**src/rtl/loop_requeue_pkg.sv**
```systemverilog
package loop_requeue_pkg;
  // instruction geometry and marker opcodes (field decoded by neighbours)
  localparam int unsigned INSTR_W = 25;
  localparam int unsigned OP_LO   = 18;
  localparam int unsigned OP_W    = 4;
  localparam logic [OP_W-1:0] OP_HEAD = 4'b1110;
  localparam logic [OP_W-1:0] OP_TAIL = 4'b1111;

  typedef enum logic {
    ST_UPDATING    = 1'b0,
    ST_CIRCULATING = 1'b1
  } rq_state_e;
endpackage

```
**src/rtl/rq_marker_detect.sv**
```systemverilog
module rq_marker_detect #(
  parameter int unsigned IW    = 25,
  parameter int unsigned OP_LO = 18,
  parameter int unsigned OP_W  = 4,
  parameter logic [OP_W-1:0] CODE = '1
) (
  input  logic [IW-1:0] instr,
  output logic          hit
);
  localparam int unsigned OP_HI = OP_LO + OP_W - 1;

  function automatic logic code_match(input logic [IW-1:0] w);
    return w[OP_HI:OP_LO] == CODE;
  endfunction

  assign hit = code_match(instr);
endmodule

```
**src/rtl/rq_ctrl.sv**
```systemverilog
module rq_ctrl
  import loop_requeue_pkg::*;
(
  input  logic      clk,
  input  logic      rst_n,
  input  logic      enq_valid,
  input  logic      enq_is_tail,
  input  logic      rcv_valid,
  input  logic      rcv_is_head,
  input  logic      can_load,
  input  logic      abort_exec,
  input  logic      abort_pred_ok,
  output logic      enq_ready,
  output logic      rcv_ready,
  output logic      push,
  output logic      push_from_rcv,
  output logic      rendezvous,
  output rq_state_e state,
  output logic      entered
);
  rq_state_e state_q, state_d;
  logic      updating;
  logic      abort_hit;

  assign updating   = (state_q == ST_UPDATING);
  assign abort_hit  = abort_exec & abort_pred_ok;
  assign rendezvous = updating & enq_valid & enq_is_tail & rcv_valid & rcv_is_head;

  always_comb begin
    enq_ready     = 1'b0;
    rcv_ready     = 1'b0;
    push          = 1'b0;
    push_from_rcv = 1'b0;
    if (updating) begin
      enq_ready = enq_is_tail ? rendezvous : can_load;
      rcv_ready = rcv_is_head ? rendezvous : 1'b1;
      push      = enq_valid & ~enq_is_tail & can_load;
    end else begin
      rcv_ready     = can_load;
      push          = rcv_valid & can_load;
      push_from_rcv = 1'b1;
    end
  end

  always_comb begin
    state_d = state_q;
    if (updating && rendezvous)   state_d = ST_CIRCULATING;
    else if (!updating && abort_hit) state_d = ST_UPDATING;
  end

  always_ff @(posedge clk) begin
    if (!rst_n) begin
      state_q <= ST_UPDATING;
      entered <= 1'b0;
    end else begin
      state_q <= state_d;
      entered <= rendezvous;
    end
  end

  assign state = state_q;
endmodule

```
**src/rtl/rq_outreg.sv**
```systemverilog
module rq_outreg #(
  parameter int unsigned IW = 25
) (
  input  logic          clk,
  input  logic          rst_n,
  input  logic          load,
  input  logic [IW-1:0] din,
  input  logic          out_ready,
  output logic          out_valid,
  output logic [IW-1:0] out_instr,
  output logic          can_load
);
  assign can_load = ~out_valid | out_ready;

  always_ff @(posedge clk) begin
    if (!rst_n) begin
      out_valid <= 1'b0;
      out_instr <= '0;
    end else if (load) begin
      out_valid <= 1'b1;
      out_instr <= din;
    end else if (out_ready) begin
      out_valid <= 1'b0;
    end
  end
endmodule

```
**src/rtl/loop_requeue.sv**
```systemverilog
module loop_requeue
  import loop_requeue_pkg::*;
#(
  parameter int unsigned IW = INSTR_W
) (
  input  logic          clk,
  input  logic          rst_n,
  input  logic          enq_valid,
  input  logic [IW-1:0] enq_instr,
  output logic          enq_ready,
  input  logic          rcv_valid,
  input  logic [IW-1:0] rcv_instr,
  output logic          rcv_ready,
  output logic          out_valid,
  output logic [IW-1:0] out_instr,
  input  logic          out_ready,
  input  logic          abort_exec,
  input  logic          abort_pred_ok,
  output logic          circulating,
  output logic          loop_entered
);
  // named internal events, also observed by the checker
  logic      enq_is_tail;
  logic      rcv_is_head;
  logic      can_load;
  logic      push;
  logic      push_from_rcv;
  logic      rendezvous;
  rq_state_e state;
  logic [IW-1:0] push_data;

  rq_marker_detect #(.IW(IW), .OP_LO(OP_LO), .OP_W(OP_W), .CODE(OP_TAIL)) u_tail_det (
    .instr(enq_instr), .hit(enq_is_tail)
  );

  rq_marker_detect #(.IW(IW), .OP_LO(OP_LO), .OP_W(OP_W), .CODE(OP_HEAD)) u_head_det (
    .instr(rcv_instr), .hit(rcv_is_head)
  );

  rq_ctrl u_ctrl (
    .clk          (clk),
    .rst_n        (rst_n),
    .enq_valid    (enq_valid),
    .enq_is_tail  (enq_is_tail),
    .rcv_valid    (rcv_valid),
    .rcv_is_head  (rcv_is_head),
    .can_load     (can_load),
    .abort_exec   (abort_exec),
    .abort_pred_ok(abort_pred_ok),
    .enq_ready    (enq_ready),
    .rcv_ready    (rcv_ready),
    .push         (push),
    .push_from_rcv(push_from_rcv),
    .rendezvous   (rendezvous),
    .state        (state),
    .entered      (loop_entered)
  );

  assign push_data = push_from_rcv ? rcv_instr : enq_instr;

  rq_outreg #(.IW(IW)) u_out (
    .clk      (clk),
    .rst_n    (rst_n),
    .load     (push),
    .din      (push_data),
    .out_ready(out_ready),
    .out_valid(out_valid),
    .out_instr(out_instr),
    .can_load (can_load)
  );

  assign circulating = (state == ST_CIRCULATING);
endmodule

```
**config.mk**
```make
export PLATFORM = sky130hd
export DESIGN_NAME = loop_requeue
export DESIGN_NICKNAME = d
export VERILOG_FILES = /design/src/rtl/loop_requeue_pkg.sv /design/src/rtl/rq_marker_detect.sv /design/src/rtl/rq_ctrl.sv /design/src/rtl/rq_outreg.sv /design/src/rtl/loop_requeue.sv
export SDC_FILE = /design/constraint.sdc
export NUM_CORES = 1
export LEC_CHECK = 0
export BUFFER_PORTS_ARGS = -buffer_cell sky130_fd_sc_hd__buf_2
export CAP_MARGIN = 10
export CORE_MARGIN = 3
export CORE_UTILIZATION = 46
export DETAILED_ROUTE_END_ITERATION = 10
export PLACE_DENSITY = 0.84
export SLEW_MARGIN = 25
export SYNTH_ARGS = -nofsm -noshare
export SYNTH_HDL_FRONTEND = slang
export SYNTH_SLANG_ARGS = --single-unit
```
**constraint.sdc**
```tcl
create_clock -name clk -period 4.1 [get_ports clk]
set_input_delay 0.82 -clock clk [delete_from_list [all_inputs] [get_ports clk]]
set_output_delay 0.82 -clock clk [all_outputs]
set_load 0.01 [all_outputs]
```
### Word-level counts from Yosys, hierarchy flattened

Index checks and enable logic that the tools add are counted.

* register bits after elaboration: 28
* bits in latches: 0
* bits in writable memories: 0
* memory bits (read-only): 0
* output and inout bits: 30
* memories kept: 0

* add/sub/neg operators: 0
* multiply operators: 0
* divide/modulo/power cells: 0
* magnitude comparators: 0
* eq/ne operators: 2
* shifts and indexed selects: 0
* multiplexer cells: 11
* bitwise logic cells: 12
* reduce and logical (&&, ||, !) cells: 4

Operators with widths (number)
* $mux W25: 1
* $mux W1: 10
* $and A1 B1 Y1: 8
* $eq A4 B4 Y1 const B: 2
* $reduce_bool A2 Y1: 2
* $not A1 Y1: 3
* $logic_and A1 B1 Y1: 2
* $or A1 B1 Y1: 1

### Longest topological paths before layout

Gate-level depths: netlist of the first run.

* depth in word-level cells: 7
* gate-level depth with buffers: 7
* gate-level depth less buffers: 4

### Cells and area by module

A second synthesis of the first run with hierarchy kept.

* cell total of the unflattened synthesis: 132
* area, all modules: 1565.3 sq um

By module, submodules not included
* rq_outreg: times used 1, cells each 84, area an instance 1003.5 sq um, sequential area each 520.5 sq um
* loop_requeue: times used 1, cells each 28, area an instance 407.9 sq um, sequential area each 0.0 sq um
* rq_ctrl: times used 1, cells each 18, area an instance 135.1 sq um, sequential area each 40.0 sq um
* rq_marker_detect (u_head_det): times used 1, cells each 1, area an instance 10.0 sq um, sequential area each 0.0 sq um
* rq_marker_detect (u_tail_det): times used 1, cells each 1, area an instance 8.8 sq um, sequential area each 0.0 sq um

### Least setup slack after synthesis of the first run

OpenSTA, ideal clock, no wires.

* kind: in2out
* start point: input port enq_instr[20]
* end point: output port enq_ready
* arrival: 1.675 ns
* data required time: 3.280 ns
* setup slack: 1.605 ns
* stages: 4
* path buffers: 0
* cell sequence: and4_4 -> nand3_1 -> or2_2 -> a21oi_1

* cells in the longest elaborated chain, start to end: 6

Ends and longest elaborated chain
* from (decl): line loop_requeue.sv:9 `input logic [IW-1:0] enq_instr,`
* $eq A4 B4 Y1 (*): line rq_marker_detect.sv:13 `return w[OP_HI:OP_LO] == CODE;`
* $and A1 B1 Y1 (3 in a row): line rq_ctrl.sv:27 `assign rendezvous = updating & enq_valid & enq_is_tail & rcv_valid & rcv_is_head;`
* $mux W1 (*): line rq_ctrl.sv:35 `enq_ready = enq_is_tail ? rendezvous : can_load;`
* $mux W1 (*): line rq_ctrl.sv:34 `if (updating) begin`
* to (decl): line loop_requeue.sv:10 `output logic enq_ready,`

Every way passes the cells marked *; elsewhere a longest branch is shown, timed or not.

### Worst setup path in the final report of the first run

Ends and elaborated chain as after synthesis.

==> results.toml, run 1 <==
[status]
outcome = "completed"

[timing]
worstMarginPinSlew_ns = 1.04
fin_skew_ns = 0.00478
final.min_clock_period_ns = 2.68
maxSlewHeadroom_pct = 30.1
setup-tns-final_ns = 0
maxSlewViolCount = 0
clock.fmax_mhz = 374
setup_viol = 0
finalCritPeriodShare_pct = 65.2
rsz0062_at_grt = "false"
hold_violations = 0

[critical_path]
crit_path_end_kind = "output pin"
arrival_ns = 1.86
r2r-start = "u_ctrl.state"
cp_max_fo = 3
r2r-end = "u_out.out_instr[20]"
worst-setup-path-type = "in2out"
crit_path_start_kind = "input pin"
reg2regPathDepth = 4
rrSetupSlack_ns = 1.85
crit_required_ns = 3.28

[logic_synthesis]
synthTopCellsByArea = "dfxtp_1, a211oi_2, mux2i_1"
syn_inst = 139
synth_top_area_cell = "dfxtp_1"
synth_cell_type_count = 26
syn_avg_cell_area_um2 = 10.6
ys_seq_elements = 28
ys_warn_count = 0
synth_top_area_share_pct = 38.1
synth.cell_area_um2 = 1470
syn_nets = 196
yosysSeqAreaShare_pct = 38.1

[clocking]
path_clk_slew_ns = 0.14
cts_tree = "done"
hold_buffers = 0
cts_root_buf = "clkbuf_4"
cts_resized = 0
post-cts-setup-buffer-count = 0
clock_latency_ns = 0.31
h-tree-depth = 1
cts.sinks = 28
cts_buffers = 3
clk_path_buf_depth = 2

[hold_path]
hold_path_startpoint = "u_out.out_instr[1]"
hold_class = "reg2reg"
holdPathEnd = "u_out.out_instr[1]"
min_path_cells = 2

[floorplan]
pin_count = 87
dieArea_um2 = 3910
die_h_um = 62.6
core_region_area_um2 = 2900
die_w_um = 62.6
num_rows = 19
initial_core_util_pct = 50.7

[global_routing]
grt-ovfl-total = 0
antenna_found_initial = 0
grt_first_pass_wirelength_um = 5530
grt_usage_pct = 16.7
grt_max_degree = 35
grt_pass1_vias = 1241

[power]
seqPwrFrac_pct = 55.4
combPwrFrac_pct = 25.1
switchingPower_uw = 156
fin_total_pwr_uw = 549
power-per-cell-area_nw_per_um2 = 292
clkPwrFrac_pct = 19.5
leakagePower_nw = 0.786
swShare_pct = 28.3
vdd_drop_max_mv = 0.215
power.internal_uw = 393

[place]
dp_hpwl_um = 2540
io_buffers = 86
place_congestion = 0.739

[layout]
regArea_um2 = 562
layout.nets = 274
diodes = 0
drive_above_1_share_pct = 54.4
multi_input_area_um2 = 798
area_growth_pct = 27.8
fill_cells = 271

[flow_run]
max-cap-violations = 0

[detailed_routing]
wl_um = 3490
drtPass1Iterations = 3
ant_nets = 0
drc_errors = 0
via_per_inst = 5.11
vias = 1312
wl_per_cell_um = 13.6
drtIter0Drc = 38
## worst max path at each step
| stage | start | slack (ns) | end | depth (start not counted) |
|---|---|---|---|---|
| 2_1_floorplan | enq_instr[20] | 1.60 | enq_ready | 4 |
| 3_3_place_gp | enq_instr[20] | 1.45 | enq_ready | 6 |
| 3_5_place_dp | enq_instr[20] | 1.42 | enq_ready | 6 |
| 4_1_cts | enq_instr[20] | 1.42 | enq_ready | 6 |
| 5_1_grt | enq_instr[20] | 1.38 | enq_ready | 6 |
| 6_report | enq_instr[20] | 1.42 | enq_ready | 6 |
## cell type report
| type | instances | area share, % |
|---|---|---|
| multi-input combinational | 95 | 42.4 |
| timing repair buffer | 87 | 23.3 |
| tap | 42 | 2.79 |
| sequential | 28 | 29.9 |
| inverter | 2 | 0.399 |
| clock buffer | 3 | 1.20 |
## power by group through the flow
stage / clock network (mW) / logic (mW) / registers (mW)
6_report: 0.107 / 0.138 / 0.304
5_1_grt: 0.121 / 0.152 / 0.307
4_1_cts: 0.111 / 0.140 / 0.304
3_5_place_dp: 0 / 0.140 / 0.310
2_1_floorplan: 0 / 0.0773 / 0.321
3_3_place_gp: 0 / 0.137 / 0.310
## kinds of logic after synthesis
| logic type | Yosys count | share of synthesized area, % |
|---|---|---|
| mux | 25 | 17.0 |
| buf+inv | 16 | 7.65 |
| flops | 28 | 38.1 |
| simple gates | 16 | 6.89 |
| compound gates | 54 | 30.4 |
## state kept, by name, indices dropped and copies added, names as in the netlist
| name | flops |
|---|---|
| u_ctrl.state | 1 |
| u_out.out_instr | 25 |
| u_out.out_valid | 1 |
| u_ctrl.entered | 1 |
## cell usage after synthesis (all sizes together)
| cell type | n |
|---|---|
| mux2i | 25 |
| a211oi | 25 |
| nand3 | 2 |
| dfxtp | 28 |
| nand2 | 2 |
| nand2b | 2 |
| nor2 | 3 |
| nor3 | 1 |
| and2 | 1 |
| clkbuf | 4 |
| and4 | 1 |
| o21ai | 1 |
| nor2b | 1 |
| a21oi | 27 |
| clkinv | 1 |
| a22oi | 1 |
| buf | 10 |
| inv | 1 |
| or2 | 2 |
| nand4b | 1 |
## layout by cell type (no fill, tap or decap), types with 2 or more instances in the layout
cell type / count
buf_2: 86
a21oi_1: 27
dfxtp_1: 27
mux2i_1: 25
a211oi_2: 20
a211oi_1: 5
nor2_1: 3
clkbuf_4: 3
nand3_1: 2
or2_2: 2
nand2_1: 2
## stage by stage
stage	cell area, µm²	hold slack (ns)	setup WS [ns]	util (%)	instances
finish	1880	0.523	1.42	64.8	257
global route	1880	0.572	1.38	64.8	257
CTS	1880	0.527	1.42	64.8	257
detailed placement	1860	0.510	1.42	64.1	254
global placement	1860	0.500	1.45	64.1	254
floorplan	1470	0.535	1.60	-	139
## per-layer routing
metal / wire, µm / share of wire (%) / up-vias / global-route usage (%)
met4: 19 / 0.54 / 0 / 2.75
met5: 0 / 0 / - / 0
li1: - / - / 669 / -
met3: 173 / 5.0 / 2 / 4.68
met2: 1800 / 52 / 34 / 28.4
met1: 1500 / 43 / 607 / 21.3
## worst max-delay path, cell delays in order
cell and delay, ns:
buf_2 0.09, and4_4 0.25, nand3_1 0.09, or2_2 0.33
a21oi_1 0.12, buf_2 0.15
Note: power is estimated with default switching activity, not from simulation.
==> run 2, diff against run 1 <==
- CORE_UTILIZATION: 46 -> 39
- PLACE_DENSITY: 0.84 -> 0.76
- clock period: 4.1 -> 2.3 ns (I/O delays scaled with it)
==> results.toml, run 2 (synthesis gave the netlist of run 1 again) <==
[global_routing]
grt_pass1_vias = 1250
grt_max_degree = 28
grt_usage_pct = 15.9
grt_first_pass_wirelength_um = 5570
grt-ovfl-total = 0
antenna_found_initial = 0

[power]
switchingPower_uw = 289
swShare_pct = 27.6
fin_total_pwr_mw = 1.05
clkPwrFrac_pct = 24.4
seqPwrFrac_pct = 51.7
combPwrFrac_pct = 23.8
power-per-cell-area_nw_per_um2 = 542
power.internal_uw = 760
leakagePower_nw = 0.813
vdd_drop_max_mv = 0.230

[layout]
area_growth_pct = 31.5
final_common_cell = "buf_2"
fin_util_pct = 55.4
final_cell_area_um2 = 1930
final_cell_mix = "buf_2, a21oi_1, dfxtp_1"
diodes = 0
drive_above_1_share_pct = 55.3
largest_reg_flops = 25
stdcell_count = 265
layout.nets = 278
regMostFlops = "u_out.out_instr"

[timing]
worst_slack_ns = 0.354
setup-tns-final_ns = 0
maxSlewViolCount = 0
clock.fmax_mhz = 514
hold_violations = 0
setup_viol = 0
worstMarginPinSlew_ns = 0.406
fin_skew_ns = 0.00401
final.min_clock_period_ns = 1.95
whs_ns = 0.427
finalCritPeriodShare_pct = 84.6
rsz0062_at_grt = "false"
maxSlewHeadroom_pct = 72.9

[critical_path]
crit_path_max_incr_delay_ns = 0.32
cp_max_fo = 3
arrival_ns = 1.49
cp_num_buf_inv = 2
crit_path_start_kind = "input pin"
crit_top_cell = "buf_2"
crit_family = "simple AND/OR/NAND/NOR gates"
worst_path_max_delay_cell = "or2_2"
crit_required_ns = 1.84
crit_chain = "buf_2 -> and4_4 -> nand3_1 -> or2_2 -> a21oi_1 -> buf_2"
worst-setup-path-type = "in2out"
crit_path_end_kind = "output pin"

[detailed_routing]
drtIter0Drc = 54
ant_nets = 0
wl_um = 3630
drtPass1Iterations = 4
drc_errors = 0
via_per_inst = 5.06
vias = 1340
wl_per_cell_um = 13.7

[clocking]
hold_buffers = 0
cts_resized = 0
clock_latency_ns = 0.26
post-cts-setup-buffer-count = 0
cts_buffers = 3
cts.sinks = 28
path_clk_slew_ns = 0.09
cts_root_buf = "clkbuf_8"
cts_tree = "done"
clk_path_buf_depth = 2
h-tree-depth = 1

[floorplan]
dieArea_um2 = 4550
initial_core_util_pct = 42.1
pin_count = 87
die_h_um = 67.4
core_region_area_um2 = 3490
die_w_um = 67.4
num_rows = 21

[place]
place_worst_setup_slack_ns = 0.361
place_area_um2 = 1890
dp_hpwl_um = 2620
place_inst = 262
place_congestion = 0.654
io_buffers = 86

[hold_path]
hold_class = "in2reg"

[status]
outcome = "completed"

[flow_run]
max-cap-violations = 0
==> run 2: cell count changes in the layout (fill, tap and decap cells not counted) <==
cell | before | now
buf_4 | 1 | 5
clkbuf_8 | 0 | 3
clkbuf_4 | 3 | 0
==> run 2: power groups by stage <==
stage               sequential [mW]  combinational (mW)  clock (mW)
floorplan                     0.572               0.138           0
global placement              0.553               0.249           0
detailed placement            0.553               0.252           0
CTS                           0.543               0.253       0.267
global route                  0.548               0.277       0.287
finish                        0.543               0.250       0.256
==> run 2: final cells by class <==
class                   count  area, µm²
well taps                  46       57.6
inverters                   2       7.51
clock buffers               3       41.3
flip-flops and latches     28        562
repair buffers             91        468
fillers                   331       1560
multi-input cells          95        798
==> run 2: final timing paths <==
| kind | from | cells after the start | end | slack (ns) |
|---|---|---|---|---|
| worst max register to register | u_ctrl.state | 4 | u_out.out_instr[4] | 0.66 |
| worst max-delay path | enq_instr[20] | 6 | enq_ready | 0.35 |
| worst min-delay path | rst_n | 3 | u_ctrl.state | 0.43 |
| worst min register to register | u_out.out_instr[3] | 2 | u_out.out_instr[3] | 0.52 |
==> run 2: layer usage <==
| layer | global-route usage [%] | up-vias | part of all wire [%] |
|---|---|---|---|
| met3 | 2.66 | 2 | 8.7 |
| met2 | 26.9 | 56 | 46 |
| li1 | - | 685 | - |
| met5 | 0 | - | 0 |
| met1 | 20.4 | 597 | 45 |
| met4 | 5.32 | 0 | 0.50 |
==> run 2: tightest hold or removal path: cells and delay by family <==
| kind | cells | cell delay [ns] |
|---|---|---|
| AO/OA/AOI/OAI | 1 | 0.04 |
| AND/OR/NAND/NOR | 1 | 0.05 |
| buffers and inverters | 1 | 0.11 |
==> run 3, diff against run 2 <==
- CORE_UTILIZATION: 39 -> 43
- PLACE_DENSITY: 0.76 -> 0.79
- clock period: 2.3 -> 1.9 ns (I/O delays scaled with it)
==> results.toml, run 3 (synthesis gave the netlist of run 1 again) <==
[layout]
layout.nets = 280
area_growth_pct = 31.9
regMostFlops = "u_out.out_instr"
fin_util_pct = 61.5
drive_above_1_share_pct = 55.7
diodes = 0
final_common_cell = "buf_2"
largest_reg_flops = 25
fill_cells = 307
final_cell_area_um2 = 1940
final_cell_mix = "buf_2, a21oi_1, dfxtp_1"

[global_routing]
grt_max_degree = 28
antenna_found_initial = 0
grt_usage_pct = 18.6
grt_pass1_vias = 1339
grt-ovfl-total = 0
grt_first_pass_wirelength_um = 6260

[timing]
worstMarginPinSlew_ns = 0.398
final.min_clock_period_ns = 1.79
clock.fmax_mhz = 558
finalCritPeriodShare_pct = 94.3
maxSlewViolCount = 0
hold_violations = 0
setup_viol = 0
setup-tns-final_ns = 0
fin_skew_ns = 0.00610
rsz0062_at_grt = "false"
whs_ns = 0.294
maxSlewHeadroom_pct = 73.5

[critical_path]
cp_max_fo = 3
worst_path_max_delay_cell = "or2_2"
arrival_ns = 1.41
crit_top_cell = "buf_2"
crit_path_start_kind = "input pin"
cp_num_buf_inv = 2
crit_path_max_incr_delay_ns = 0.33
crit_path_end_kind = "output pin"
worst-setup-path-type = "in2out"
crit_required_ns = 1.52
crit_family = "simple AND/OR/NAND/NOR gates"
crit_chain = "buf_2 -> and4_4 -> nand3_1 -> or2_2 -> a21oi_1 -> buf_2"

[detailed_routing]
via_per_inst = 5.15
wl_per_cell_um = 14.0
ant_nets = 0
drtIter0Drc = 63
vias = 1364
wl_um = 3710
drtPass1Iterations = 4
drc_errors = 0

[floorplan]
die_w_um = 64.5
dieArea_um2 = 4160
num_rows = 20
die_h_um = 64.5
pin_count = 87
initial_core_util_pct = 46.7
core_region_area_um2 = 3150

[power]
combPwrFrac_pct = 26.0
power-per-cell-area_nw_per_um2 = 618
seqPwrFrac_pct = 54.7
power.internal_uw = 857
vdd_drop_max_mv = 0.571
swShare_pct = 28.6
leakagePower_nw = 0.820
fin_total_pwr_mw = 1.20
switchingPower_uw = 343
clkPwrFrac_pct = 19.3

[clocking]
cts_tree = "done"
cts_root_buf = "clkbuf_4"
cts_buffers = 3
cts.sinks = 28
clk_path_buf_depth = 2
post-cts-setup-buffer-count = 0
clock_latency_ns = 0.32
h-tree-depth = 1
hold_buffers = 0
cts_resized = 0
path_clk_slew_ns = 0.14

[hold_path]
hold_class = "in2reg"

[place]
dp_hpwl_um = 2830
io_buffers = 86
place_congestion = 0.709
place_area_um2 = 1920

[flow_run]
max-cap-violations = 0

[status]
outcome = "completed"
run 3: cell types whose count changed in the layout (fill, tap and decap cells not counted):
cell,previous run,this run
buf_12,0,1
buf_4,5,6
clkbuf_4,0,3
clkbuf_8,3,0
run 3: layer usage:
| layer | global-route usage, % | up-vias | share of wire [%] |
|---|---|---|---|
| li1 | - | 686 | - |
| met1 | 21.8 | 643 | 42 |
| met2 | 35.3 | 33 | 52 |
| met3 | 4.16 | 2 | 4.8 |
| met4 | 2.11 | 0 | 0.27 |
| met5 | 0 | - | 0 |
run 3: cell type report:
type / instances / area [µm²] / share of cell area, %
Timing Repair Buffer: 93 / 495 / 25.5
Tap cell: 44 / 55.1 / 2.84
Sequential cell: 28 / 562 / 28.9
Clock buffer: 3 / 22.5 / 1.16
Multi-Input combinational cell: 95 / 798 / 41.1
Inverter: 2 / 7.51 / 0.387
run 3: power groups by stage:
stage	clock network (mW)	registers, mW	logic, mW
after floorplan	0	0.692	0.167
after global placement	0	0.668	0.308
after detailed placement	0	0.669	0.315
after CTS	0.248	0.656	0.316
after global routing	0.270	0.663	0.343
final	0.232	0.656	0.312
run 3: worst register-to-register path, cell delays in order (launching register included):
cell	delay, ns
dfxtp_2	0.36
nand2b_4	0.14
o21ai_4	0.15
and2_4	0.42
a211oi_2	0.14
run 3: path summary, 6_finish.rpt:
| path | end | from | depth (start not counted) | slack (ns) |
|---|---|---|---|---|
| worst max-delay path | enq_ready | enq_instr[20] | 6 | 0.11 |
| worst min-delay path | u_ctrl.state | rst_n | 3 | 0.29 |
| worst max register to register | u_out.out_instr[18] | u_ctrl.state | 4 | 0.57 |
| worst min register to register | u_out.out_instr[2] | u_out.out_instr[2] | 2 | 0.53 |
run 3: through the flow:
| stage | setup WS [ns] | instances |
|---|---|---|
| floorplan | 0.285 | 139 |
| global placement | 0.135 | 262 |
| detailed placement | 0.115 | 262 |
| CTS | 0.115 | 265 |
| global route | 0.0537 | 265 |
| finish | 0.108 | 265 |
